==> src/rtl/tmadd_pkg.sv <==
package tmadd_pkg;

  localparam int NSH = 3;

  typedef logic [NSH-1:0] shr_t;

  // One carry component over input shares p and q only
  function automatic logic carry_part(input logic ap, input logic aq,
                                      input logic bp, input logic bq,
                                      input logic cp, input logic cq);
    return (ap & bp) ^ (ap & bq) ^ (aq & bp) ^
           (ap & cp) ^ (ap & cq) ^ (aq & cp) ^
           (bp & cp) ^ (bp & cq) ^ (bq & cp);
  endfunction

  // Shared majority: output share j never reads input share j
  function automatic shr_t carry_shared(input shr_t a, input shr_t b, input shr_t c);
    shr_t r;
    r[0] = carry_part(a[1], a[2], b[1], b[2], c[1], c[2]);
    r[1] = carry_part(a[2], a[0], b[2], b[0], c[2], c[0]);
    r[2] = carry_part(a[0], a[1], b[0], b[1], c[0], c[1]);
    return r;
  endfunction

  // Zero sharing built from two random bits
  function automatic shr_t zero_share(input logic r0, input logic r1);
    return {r0 ^ r1, r1, r0};
  endfunction

endpackage

==> src/rtl/tm_carry_fn.sv <==
module tm_carry_fn
  import tmadd_pkg::*;
(
  input  shr_t a_bit,
  input  shr_t b_bit,
  input  shr_t c_in,
  output shr_t c_out
);

  assign c_out = carry_shared(a_bit, b_bit, c_in);

endmodule

==> src/rtl/tm_share_lane.sv <==
module tm_share_lane #(
  parameter int W = 32
) (
  input  logic         clk,
  input  logic         rst_n,
  input  logic         load,
  input  logic         shift,
  input  logic [W-1:0] a_load,
  input  logic [W-1:0] b_load,
  input  logic [1:0]   sum_in,
  output logic [W-1:0] a_q,
  output logic [1:0]   b_lo
);

  logic [W-1:0] b_q;

  always_ff @(posedge clk or negedge rst_n) begin
    if (!rst_n) begin
      a_q <= '0;
      b_q <= '0;
    end else if (load) begin
      a_q <= a_load;
      b_q <= b_load;
    end else if (shift) begin
      a_q <= {sum_in, a_q[W-1:2]};
      b_q <= {2'b00, b_q[W-1:2]};
    end
  end

  assign b_lo = b_q[1:0];

endmodule

==> src/rtl/tm_ripple_adder.sv <==
module tm_ripple_adder
  import tmadd_pkg::*;
#(
  parameter int W = 32
) (
  input  logic         clk,
  input  logic         rst_n,
  input  logic         start,
  input  logic [W-1:0] a_sh0,
  input  logic [W-1:0] a_sh1,
  input  logic [W-1:0] a_sh2,
  input  logic [W-1:0] b_sh0,
  input  logic [W-1:0] b_sh1,
  input  logic [W-1:0] b_sh2,
  input  logic [3:0]   fresh,
  output logic [W-1:0] sum_sh0,
  output logic [W-1:0] sum_sh1,
  output logic [W-1:0] sum_sh2,
  output logic         done
);

  localparam int PAIRS = W / 2;
  localparam int CW    = (PAIRS > 1) ? $clog2(PAIRS) : 1;

  logic          busy_q, ph_q, done_q;
  logic [CW-1:0] pair_q;
  shr_t          car_q [2];
  shr_t          car_nx [2];
  shr_t          a_bit [2];
  shr_t          b_bit [2];
  shr_t          sum_bit [2];
  logic [W-1:0]  a_in [NSH];
  logic [W-1:0]  b_in [NSH];
  logic [W-1:0]  res_q [NSH];
  logic [1:0]    b_lo [NSH];

  // Named events for the checks
  logic start_acc, step_odd, pair_step, last_step;
  assign start_acc = start & ~busy_q;
  assign step_odd  = busy_q & ~ph_q;
  assign pair_step = busy_q & ph_q;
  assign last_step = pair_step & (pair_q == CW'(PAIRS - 1));

  assign a_in[0] = a_sh0;  assign a_in[1] = a_sh1;  assign a_in[2] = a_sh2;
  assign b_in[0] = b_sh0;  assign b_in[1] = b_sh1;  assign b_in[2] = b_sh2;

  genvar j, k;
  generate
    for (j = 0; j < NSH; j++) begin : g_lane
      tm_share_lane #(.W(W)) i_lane (
        .clk    (clk),
        .rst_n  (rst_n),
        .load   (start_acc),
        .shift  (pair_step),
        .a_load (a_in[j]),
        .b_load (b_in[j]),
        .sum_in ({sum_bit[1][j], sum_bit[0][j]}),
        .a_q    (res_q[j]),
        .b_lo   (b_lo[j])
      );
      for (k = 0; k < 2; k++) begin : g_bits
        assign a_bit[k][j] = res_q[j][k];
        assign b_bit[k][j] = b_lo[j][k];
      end
    end

    // Instance k reads carry register k and bit k of the pair and writes register 1-k
    for (k = 0; k < 2; k++) begin : g_carry
      tm_carry_fn i_cf (
        .a_bit (a_bit[k]),
        .b_bit (b_bit[k]),
        .c_in  (car_q[k]),
        .c_out (car_nx[k])
      );
      assign sum_bit[k] = a_bit[k] ^ b_bit[k] ^ car_q[k];
    end
  endgenerate

  always_ff @(posedge clk or negedge rst_n) begin
    if (!rst_n) begin
      car_q[0] <= '0;
      car_q[1] <= '0;
    end else if (start_acc) begin
      car_q[0] <= zero_share(fresh[0], fresh[1]);
      car_q[1] <= zero_share(fresh[2], fresh[3]);
    end else if (step_odd) begin
      car_q[1] <= car_nx[0];
    end else if (pair_step) begin
      car_q[0] <= car_nx[1];
    end
  end

  always_ff @(posedge clk or negedge rst_n) begin
    if (!rst_n) begin
      busy_q <= 1'b0;
      ph_q   <= 1'b0;
      pair_q <= '0;
      done_q <= 1'b0;
    end else begin
      done_q <= last_step;
      if (start_acc) begin
        busy_q <= 1'b1;
        ph_q   <= 1'b0;
        pair_q <= '0;
      end else if (busy_q) begin
        ph_q <= ~ph_q;
        if (pair_step) pair_q <= pair_q + CW'(1);
        if (last_step) busy_q <= 1'b0;
      end
    end
  end

  assign sum_sh0 = res_q[0];
  assign sum_sh1 = res_q[1];
  assign sum_sh2 = res_q[2];
  assign done    = done_q;

  AST_EVEN_CARRY_HELD: assert property (@(posedge clk) disable iff (!rst_n)
    step_odd |=> $stable(car_q[0]));
  AST_ODD_CARRY_HELD: assert property (@(posedge clk) disable iff (!rst_n)
    pair_step |=> $stable(car_q[1]));
  AST_SHIFT_PACE: assert property (@(posedge clk) disable iff (!rst_n)
    pair_step |=> !pair_step);
  AST_CARRY_ZERO_INIT: assert property (@(posedge clk) disable iff (!rst_n)
    start_acc |=> ((^car_q[0]) == 1'b0) && ((^car_q[1]) == 1'b0));
  AST_DONE_SINGLE: assert property (@(posedge clk) disable iff (!rst_n)
    done_q |=> !done_q);
  AST_DONE_AFTER_LAST: assert property (@(posedge clk) disable iff (!rst_n)
    $rose(done_q) |-> $past(last_step));
  AST_IDLE_RESULT_HELD: assert property (@(posedge clk) disable iff (!rst_n)
    (!busy_q && !start_acc) |=> ($stable(res_q[0]) && $stable(res_q[1]) && $stable(res_q[2])));

endmodule

==> config.mk <==
export PLATFORM = sky130hd
export DESIGN_NAME = tm_ripple_adder
export DESIGN_NICKNAME = d
export VERILOG_FILES = /design/src/rtl/tmadd_pkg.sv /design/src/rtl/tm_carry_fn.sv /design/src/rtl/tm_share_lane.sv /design/src/rtl/tm_ripple_adder.sv
export SDC_FILE = /design/constraint.sdc
export NUM_CORES = 1
export LEC_CHECK = 0
export ABC_CLOCK_PERIOD_IN_PS = 3440
export BUFFER_PORTS_ARGS = -buffer_cell sky130_fd_sc_hd__buf_4
export CORE_UTILIZATION = 48
export DETAILED_ROUTE_END_ITERATION = 12
export HOLD_SLACK_MARGIN = 0.12
export PLACE_DENSITY = 0.76
export SLEW_MARGIN = 10
export SYNTH_ARGS = -nofsm -noshare
export SYNTH_HDL_FRONTEND = slang
export SYNTH_SLANG_ARGS = --single-unit
==> constraint.sdc <==
create_clock -name clk -period 3.44 [get_ports clk]
set_input_delay 0.688 -clock clk [delete_from_list [all_inputs] [get_ports clk]]
set_output_delay 0.688 -clock clk [all_outputs]
set_load 0.01 [all_outputs]
==> impl_results.rst <==
.. list-table::
   :header-rows: 1

   * - Metric
     - Value
   * - Die area
     - 19800 um^2
   * - Quantity of I/O buffers inserted on ports
     - 295
   * - All-Layer GR Usage
     - 24.4%
   * - CTS buffer count
     - 23
   * - Pin count of the biggest net entering global routing
     - 203
   * - H-tree levels
     - 1
   * - Via count of the first global-routing pass
     - 7676
   * - Internal Dissipation
     - 6.28 mW
   * - First-pass GRT wire length
     - 39.3 mm
   * - Multi-input logic area
     - 3770 um^2
   * - Cell area after placement
     - 11500 um^2
   * - IO Pins
     - 296
   * - Largest area contributor in the netlist
     - dfrtp_1
   * - Post-layout power
     - 10.0 mW
   * - Worst-case reg-to-reg path depth
     - 4
   * - Gates resized, CTS repair
     - 0
   * - Proportion of netlist area held by the largest area contributor
     - 55.6%
   * - Post-layout min period
     - 1.98 ns
   * - Biggest area contributors in the synthesized netlist
     - dfrtp_1 56%, nand2_1 15%, a22oi_1 15%
   * - Share of power burned in the clock network
     - 24.0%
   * - Maximum clock skew at final layout
     - 0.0161 ns
   * - Final std cell area, no fill
     - 12300 um^2
   * - Routed WL
     - 24.6 mm
   * - Synthesized area divided by synthesized cell count
     - 9.42 um^2
   * - Reported net switching power
     - 3.73 mW
   * - Commonest cells post-synth
     - 377 x nand2_1, 205 x dfrtp_1, 186 x a22oi_1, 56 x clkbuf_1, 23 x xnor2_1
   * - Number of warnings printed during yosys synthesis
     - 0
   * - Actual slew at the worst max-slew pin
     - 1.03 ns
   * - Number of buffers and inverters on the critical path
     - 1
   * - Leakage Power
     - 6.48 nW
   * - WS Path Type
     - reg2out
   * - Number of unique standard cell types used by synthesis
     - 36
   * - Sequential fraction of design power
     - 40.2%
   * - Cts hold-fix bufs
     - 0
   * - Via count of the routed design
     - 8009
   * - Final setup violation count
     - 0
   * - Status
     - complete, no violations
   * - CTS root buffer
     - clkbuf_16
   * - Bufs on Longest Clock Path
     - 3
   * - DR DRC count
     - 0
   * - Setup Buffers After CTS
     - 0
   * - Reg-to-reg setup timing slack
     - 1.53 ns
   * - Achievable clock frequency
     - 504 MHz
   * - Number of flops mapped to enable cells by yosys
     - 0
   * - DIE HEIGHT
     - 141 um
   * - Critical Path Source Type
     - flip-flop
   * - Top fanout value on the critical path
     - 13
   * - Post-synthesis sequential area ratio
     - 55.6%
   * - Total power per unit cell area
     - 814 nW/um^2
   * - Total standard cell area after synthesis
     - 9230 um^2
   * - Setup repair after global routing missed its margin
     - no
   * - FFs w/ async S/R, synth
     - 100%
   * - Layout Nets
     - 1431
   * - Type of the most critical hold path
     - in2async
   * - Max VDD drop
     - 1.04 mV
   * - Total Neg Setup Slack
     - 0 ns
   * - Initial Util
     - 49.2%
   * - Endpoints failing hold
     - 0
   * - Width of the chip
     - 141 um
   * - Layout cell share with drive strength beyond 1
     - 27.8%
   * - Post-synthesis register bit count
     - 205
   * - Max Cap Viol
     - 0
   * - Antenna diode count
     - 0
   * - Number of clock sinks
     - 205
   * - Synthesized netlist net count
     - 1186
   * - Clock transition at path regs
     - 0.06 ns
   * - Filler cell count in the final layout
     - 1571
   * - Final max-slew violation count
     - 0
   * - Hold Slack
     - 0.248 ns
   * - Post-DR wirelength/cell
     - 16.7 um
   * - Placeable core region
     - 18800 um^2
   * - Detail Placement HPWL
     - 15.7 mm
   * - Signed area change from the synthesized netlist to the final layout
     - 33.3%
   * - List of cells traversed by the critical path
     - buf_4
   * - Count of mapped cells out of synthesis
     - 980
   * - Reg-to-reg critical path startpoint
     - busy_q$_DFF_PN0_
   * - Initial antenna violation count
     - 0
   * - Arrival time of data at the critical path endpoint
     - 1.30 ns
   * - Violation count after the first detailed-route iteration
     - 436
   * - Worst path required time
     - 2.75 ns
   * - Kind of end point of the critical path
     - output port
   * - Clock insertion delay at the later pin of the skew report
     - 0.50 ns
   * - Iteration count of the initial detailed-routing pass
     - 5
   * - Slowest cell on the critical path
     - dfrtp_1
   * - Largest delay share family, worst path
     - flip-flops
   * - Most repeated cell in the gate-level netlist after synthesis
     - nand2_1
   * - Worst reg2reg endpoint
     - g_lane[2].i_lane.b_q[17]$_DFFE_PN0P_
   * - Flip-flop cell with the highest count after synthesis
     - dfrtp_1
   * - Switching share of total power
     - 37.3%
   * - Number of nets still failing antenna checks after routing
     - 0
   * - Period Utilization, post-route
     - 57.7%
   * - Vias per cell
     - 5.44
   * - Seq. cell area
     - 5130 um^2
   * - Logic gate share of total power
     - 35.7%
   * - FP Rows
     - 50
   * - Routability-driven placement congestion ratio
     - 0.802
   * - CP max stage delay
     - 0.59 ns
   * - GRT Residual Overflow
     - 0
   * - Clock tree from TritonCTS
     - built
   * - Worst slew margin relative to its limit
     - 31.6%
[worst register-to-register path, delay by kind of cell (launching register included)]
kind	cells	cell delay (ns)
buffers and inverters	1	0.55
AOI/OAI and AO/OA	1	0.49
DFF	1	0.45
and+or+nand+nor	2	0.35
[sequential cells by signal (all words and copies together) (netlist names)]
register	count
g_lane.i_lane.a_q	96
g_lane.i_lane.b_q	96
car_q	6
pair_q	4
busy_q	1
done	1
ph_q	1
[cell families after synthesis]
| group | share of synthesized area (%) |
|---|---|
| DFF | 55.6 |
| and+or+nand+nor | 17.4 |
| xor gates and xnor gates | 2.56 |
| adders and majority gates | 0.949 |
| muxes | 0.596 |
| buffers and inverters | 3.78 |
| AOI/OAI and AO/OA | 19.1 |
[routing by layer]
layer / global-route usage (%) / wire length [um] / vias to the layer above
met4: 7.61 / 605 / 0
li1: - / - / 3875
met1: 33.9 / 10600 / 3836
met5: 0 / 0 / -
met3: 4.99 / 1610 / 45
met2: 38.8 / 11700 / 253
[cells in the final DEF (no fill, tap or decap), types with 2 or more instances in the layout]
cell type / count
xnor2_1: 23
clkbuf_8: 9
a22oi_1: 186
o211ai_1: 4
clkinv_2: 2
a221o_1: 7
dfrtp_1: 205
inv_1: 5
xor2_1: 4
mux2_2: 4
nand3b_1: 2
a22o_1: 7
buf_4: 294
nor2b_1: 2
a21oi_1: 4
clkbuf_16: 23
nor2_1: 18
buf_12: 6
nand2_1: 377
a221oi_1: 3
nor3b_1: 3
ha_1: 7
clkbuf_1: 4
o21ai_0: 21
[cell type report]
type	instances	share of cell area (%)
Inverter	5	0.153
Sequential cell	205	41.7
Tap cell	234	2.38
Clock buffer	35	5.70
Clock inverter	4	0.387
Multi-Input combinational cell	689	30.6
Timing Repair Buffer	301	19.0
[power by group through the flow]
stage	clock network (mW)	registers (mW)	logic, mW
2_1_floorplan	0	3.95	2.20
3_3_place_gp	0	4.03	3.52
3_5_place_dp	0	4.05	3.62
4_1_cts	2.45	4.03	3.62
5_1_grt	2.54	4.15	3.99
6_report	2.41	4.03	3.58
[metrics by stage]
| step | worst slack (ns) | util [%] | cells |
|---|---|---|---|
| after global routing | 1.36 | 65.5 | 1473 |
| final | 1.46 | 65.5 | 1473 |
| after floorplan | 1.60 | - | 980 |
| after detailed placement | 1.25 | 61.5 | 1434 |
| after CTS | 1.43 | 65.5 | 1473 |
| after global placement | 1.28 | 61.5 | 1434 |
[how the worst max path moves through the flow]
| stage | from | end | slack, ns | cells past startpoint |
|---|---|---|---|---|
| finish | g_lane[0].i_lane.a_q[1]$_DFFE_PN0P_ | sum_sh0[1] | 1.46 | 1 |
| CTS | g_lane[2].i_lane.a_q[0]$_DFFE_PN0P_ | sum_sh2[0] | 1.43 | 1 |
| global route | g_lane[0].i_lane.a_q[1]$_DFFE_PN0P_ | sum_sh0[1] | 1.36 | 1 |
| detailed placement | start | g_lane[1].i_lane.b_q[1]$_DFFE_PN0P_ | 1.25 | 5 |
| global placement | start | car_q[5]$_DFFE_PN0P_ | 1.28 | 6 |
| floorplan | g_lane[1].i_lane.a_q[0]$_DFFE_PN0P_ | car_q[0]$_DFFE_PN0P_ | 1.60 | 7 |
Power figures use the tool's default switching activity.
